[config.mk]
export PLATFORM = sky130hd
export DESIGN_NAME = mmu_perm_check
export DESIGN_NICKNAME = d
export VERILOG_FILES = /design/src/rtl/mmu_perm_check.sv
export SDC_FILE = /design/constraint.sdc
export NUM_CORES = 1
export LEC_CHECK = 0
export BUFFER_PORTS_ARGS = -buffer_cell sky130_fd_sc_hd__clkbuf_2
export CORE_ASPECT_RATIO = 0.6
export CORE_MARGIN = 2
export CORE_UTILIZATION = 43
export CTS_CLUSTER_SIZE = 10
export DETAILED_ROUTE_END_ITERATION = 16
export PLACE_DENSITY = 0.8
export SYNTH_ARGS = -nofsm -noshare
export SYNTH_HDL_FRONTEND = slang
export SYNTH_SLANG_ARGS = --single-unit
[constraint.sdc]
create_clock -name clk -period 2 [get_ports clk]
set_input_delay 0.3 -clock clk [delete_from_list [all_inputs] [get_ports clk]]
set_output_delay 0.3 -clock clk [all_outputs]
set_load 0.005 [all_outputs]
[src/rtl/mmu_perm_check.sv]
module mmu_perm_check #(
  parameter int AW = 32
) (
  input  logic          clk,
  input  logic          rst_n,
  input  logic          chk_valid,
  input  logic          acc_write,
  input  logic          acc_ifetch,
  input  logic          acc_user,
  input  logic [2:0]    perm,
  input  logic          modified,
  input  logic [AW-1:0] vaddr,
  input  logic [9:0]    walk_err,
  input  logic          nofault_en,
  input  logic          traps_en,
  input  logic          fsr_rd,
  output logic [9:0]    err_code,
  output logic [2:0]    rights,
  output logic          trap_ifetch,
  output logic          trap_data,
  output logic [9:0]    fsr,
  output logic [AW-1:0] far
);
  localparam logic [2:0] RT_R = 3'b100;
  localparam logic [2:0] RT_W = 3'b010;
  localparam logic [2:0] RT_X = 3'b001;

  function automatic logic [2:0] level_rights(input logic user, input logic [2:0] p);
    case (p)
      3'd0: level_rights = RT_R;
      3'd1: level_rights = RT_R | RT_W;
      3'd2: level_rights = RT_R | RT_X;
      3'd3: level_rights = RT_R | RT_W | RT_X;
      3'd4: level_rights = RT_X;
      3'd5: level_rights = user ? RT_R : (RT_R | RT_W);
      3'd6: level_rights = user ? 3'b000 : (RT_R | RT_X);
      default: level_rights = user ? 3'b000 : (RT_R | RT_W | RT_X);
    endcase
  endfunction

  logic [2:0] idx, full, need, grant;
  logic [1:0] tbl_err, perm_err;
  logic       priv_bad, walk_bad, fault, override;

  assign idx      = {acc_write, acc_ifetch, ~acc_user};
  assign full     = level_rights(acc_user, perm);
  assign need     = {~acc_write & ~acc_ifetch, acc_write, acc_ifetch};
  assign priv_bad = acc_user & (perm[2:1] == 2'b11);
  assign tbl_err  = priv_bad ? 2'd3 : (|(need & ~full)) ? 2'd2 : 2'd0;
  assign perm_err = (nofault_en & acc_user) ? 2'd0 : tbl_err;
  assign walk_bad = |walk_err;
  assign fault    = walk_bad | (|perm_err);
  assign override = nofault_en | ~traps_en;
  assign grant    = modified ? full : (full & ~RT_W);

  assign err_code    = walk_bad ? walk_err : {8'd0, perm_err};
  assign rights      = !fault ? grant : (override ? 3'b111 : 3'b000);
  assign trap_ifetch = chk_valid & fault & ~override & acc_ifetch;
  assign trap_data   = chk_valid & fault & ~override & ~acc_ifetch;

  logic [9:0] fsr_base;
  assign fsr_base = fsr_rd ? 10'd0 : fsr;

  always_ff @(posedge clk or negedge rst_n) begin
    if (!rst_n) begin
      fsr <= '0;
      far <= '0;
    end else if (chk_valid && fault) begin
      fsr <= {9'd0, |fsr_base} | {2'd0, idx, 5'd0} | err_code | 10'd2;
      far <= vaddr;
    end else if (fsr_rd) begin
      fsr <= '0;
    end
  end

  assert_trap_excl_R7: assert property (@(posedge clk) disable iff (!rst_n)
    $onehot0({trap_ifetch, trap_data}));

  assert_nowrite_R4: assert property (@(posedge clk) disable iff (!rst_n)
    (!modified && err_code == 10'd0) |-> !rights[1]);

  assert_far_load_R6: assert property (@(posedge clk) disable iff (!rst_n)
    (chk_valid && (trap_ifetch || trap_data)) |=> (far == $past(vaddr)));

  assert_fsr_flag_R6: assert property (@(posedge clk) disable iff (!rst_n)
    (chk_valid && err_code != 10'd0) |=> fsr[1]);

  assert_overflow_R6: assert property (@(posedge clk) disable iff (!rst_n)
    (chk_valid && err_code != 10'd0 && fsr != 10'd0 && !fsr_rd) |=> fsr[0]);

  assert_read_clear_R8: assert property (@(posedge clk) disable iff (!rst_n)
    (fsr_rd && !(chk_valid && err_code != 10'd0)) |=> (fsr == 10'd0));

  assert_hold_R9: assert property (@(posedge clk) disable iff (!rst_n)
    (!chk_valid && !fsr_rd) |=> ($stable(fsr) && $stable(far)));
endmodule

==> out/results.txt <==
status = finished, violations left
failing checks = negative setup slack
Post-Syn Nets = 199
die width = 88.7 um
synthesized area = 1850 um^2
Hold WS = 66.8 ps
WP data arrival = 1760 ps
Leak = 1.41 nW
Mean Syn Cell Area = 12.9 um^2
area leader, netlist = dfrtp_1
Reg2Reg Depth = 4
Setup crit end kind = output port
Routability Congestion = 0.815
Final WS setup = -62.3 ps
largest cells by area after synthesis = dfrtp_1, mux2_2, buf_6
DRC viols = 0
Final nets = 329
fin crit share = 1.03
initial DRC count = 58
Post-synth EDFFs = 0
Peak Freq = 485 MHz
Critical R2R Capture = fsr[0]$_DFF_PN0_
initial core utilization = 0.449
pin count of the biggest net entering global routing = 43
H-tree lvl count = 2
die area = 4860 um^2
DRT antenna net count = 0
Yosys reg bits = 42
fraction of registers with async set/reset = 1.00
type of origin of the critical path = input pin
final hold viol count = 0
maximum VDD drop = 515 uV
placed instance count = 322
clock skew = 3.72 ps
Pre-Repair DR Iteration Count = 4
Worst-path clk slew = 80 ps
synth warn = 0
most frequent cell after synthesis = dfrtp_1
Longest Clk Path Bufs = 2
top cell type's share of synthesized area = 0.568
Seq/Total Area, Yosys = 0.568
P&R area growth vs syn = 49.3%
reg2reg start = fsr[3]$_DFF_PN0_
initial antenna violation count = 0
first-pass GRT wire length = 7.24 mm
post-route setup TNS = -79.7 ps
crit path time final = 2060 ps
Routed WL = 4.88 mm
PwrDens = 699 nW/um^2
clock root buffer = clkbuf_8
cts bufs inserted = 5
ANT cells = 0
unrepaired setup endpoints after global routing = true
std cell rows = 18
Non-Filler Instances = 335
Synth cell types = 26
GRT Overall Usage = 0.206
DR vias/cell = 4.86
share of layout cells above drive strength 1 = 0.680
CTS tree = done
Worst Path Required = 1700 ps
wire per inst = 14.6 um
HP Class = in -> async
Buffers on Ports = 111
I/O pins = 112
top_reg_cell synth = dfrtp_1
Die Height = 54.8 um
Core ar. = 4120 um^2
CTS sink count = 42
Slew @ Worst Pin = 524 ps
number of global-route vias before repair = 1559
total gr overflow = 0
CP max FO = 4
final setup fails = 2
Crit Path Class = in -> out
Commonest cells post-synth = dfrtp_1, mux2_2, clkbuf_1, nand2_1, inv_1
vias = 1627
pre-CTS WS = -199 ps
clk_lat worst skew = 290 ps
Hold Buf Count CTS = 0
hpwl dp = 3.66 mm
max_slew headroom = 0.651
Synth Instances = 144
Final Max Slew Viols = 0
Reg2Reg Setup Slack = 590 ps
max_cap viols = 0
## flip-flops by register name, summed over array words and instances (netlist names)
signal,cells
far,32
fsr,10
## worst max-delay path, cell delays in order
cell,delay (ps)
buf_8,100
nor4_4,270
buf_4,160
nand2_2,50
or3_4,380
o21ba_4,220
a31oi_1,140
buf_2,140
## metal layers
layer  track usage  part of all wire  vias up  routed length [um]
met5             0                 0        -                   0
met2         0.322              0.47       75                2280
met1         0.270              0.44      779                2160
met4        0.0657            0.0076        0                  37
li1              -                 -      768                   -
met3        0.0739             0.083        5                 405
## cells in the final DEF (no fill, tap or decap), types with 2 or more instances in the layout
cell | synthesis | routed
a31oi_1 | 3 | 3
a32o_1 | 3 | 3
buf_2 | 0 | 3
buf_4 | 0 | 22
buf_6 | 4 | 2
clkbuf_2 | 0 | 106
clkbuf_8 | 0 | 6
dfrtp_1 | 42 | 42
inv_1 | 6 | 6
mux2_2 | 34 | 34
mux2i_1 | 3 | 3
nand2_1 | 8 | 7
nand2b_1 | 2 | 2
nand3_1 | 2 | 2
nor2_1 | 5 | 4
nor2b_1 | 3 | 3
nor3_1 | 3 | 3
o21ai_0 | 4 | 4
## report_power, final
group          total, mW  leakage (nW)  switching (mW)  internal (mW)
Sequential         0.976         0.494          0.0464          0.930
Clock              0.568        0.0472           0.290          0.278
Combinational      0.386         0.867           0.166          0.220
Total               1.93          1.41           0.503           1.43
## worst max-delay path by stage
stage	from	to	slack, ps	depth (start not counted)
after CTS	walk_err[4]	rights[2]	-60	8
after detailed placement	walk_err[4]	far[25]$_DFFE_PN0P_	-200	8
after global routing	walk_err[4]	rights[2]	-140	8
after global placement	walk_err[4]	fsr[8]$_DFF_PN0_	-200	8
final	walk_err[4]	rights[2]	-60	8
after floorplan	walk_err[4]	far[10]$_DFFE_PN0P_	50	6
## metrics by stage
stage	cell area [um^2]	power, mW	utilization
final	2760	1.93	0.670
after global routing	2760	2.03	0.670
after CTS	2700	1.94	0.654
after detailed placement	2560	1.36	0.621
after global placement	2560	1.35	0.621
after floorplan	1850	1.14	-
## final cells by class
class | count | area [um^2]
inverter | 6 | 22.5
multi-input combinational | 84 | 751
sequential | 42 | 1050
timing repair buffer | 135 | 768
clock inverter | 2 | 12.5
clock buffer | 6 | 82.6
fill | 335 | 1360
tap | 60 | 75.1
## what timing repair did
action	CTS	global route
resized for setup	5	15
buffers inserted	2	3
endpoints found under the setup margin	6	39
cloned	0	0
pin swaps	1	2
## kinds of logic (layout without fill, tap and decap cells)
| group | count (synthesis) | in the layout | share of synthesized area |
|---|---|---|---|
| multiplexers | 37 | 37 | 0.223 |
| buffers and inverters | 18 | 149 | 0.0527 |
| flip-flops | 42 | 42 | 0.568 |
| AO/OA/AOI/OAI | 19 | 19 | 0.0791 |
| AND/OR/NAND/NOR | 28 | 28 | 0.0771 |
No activity file was read; power rests on OpenSTA's default activity.
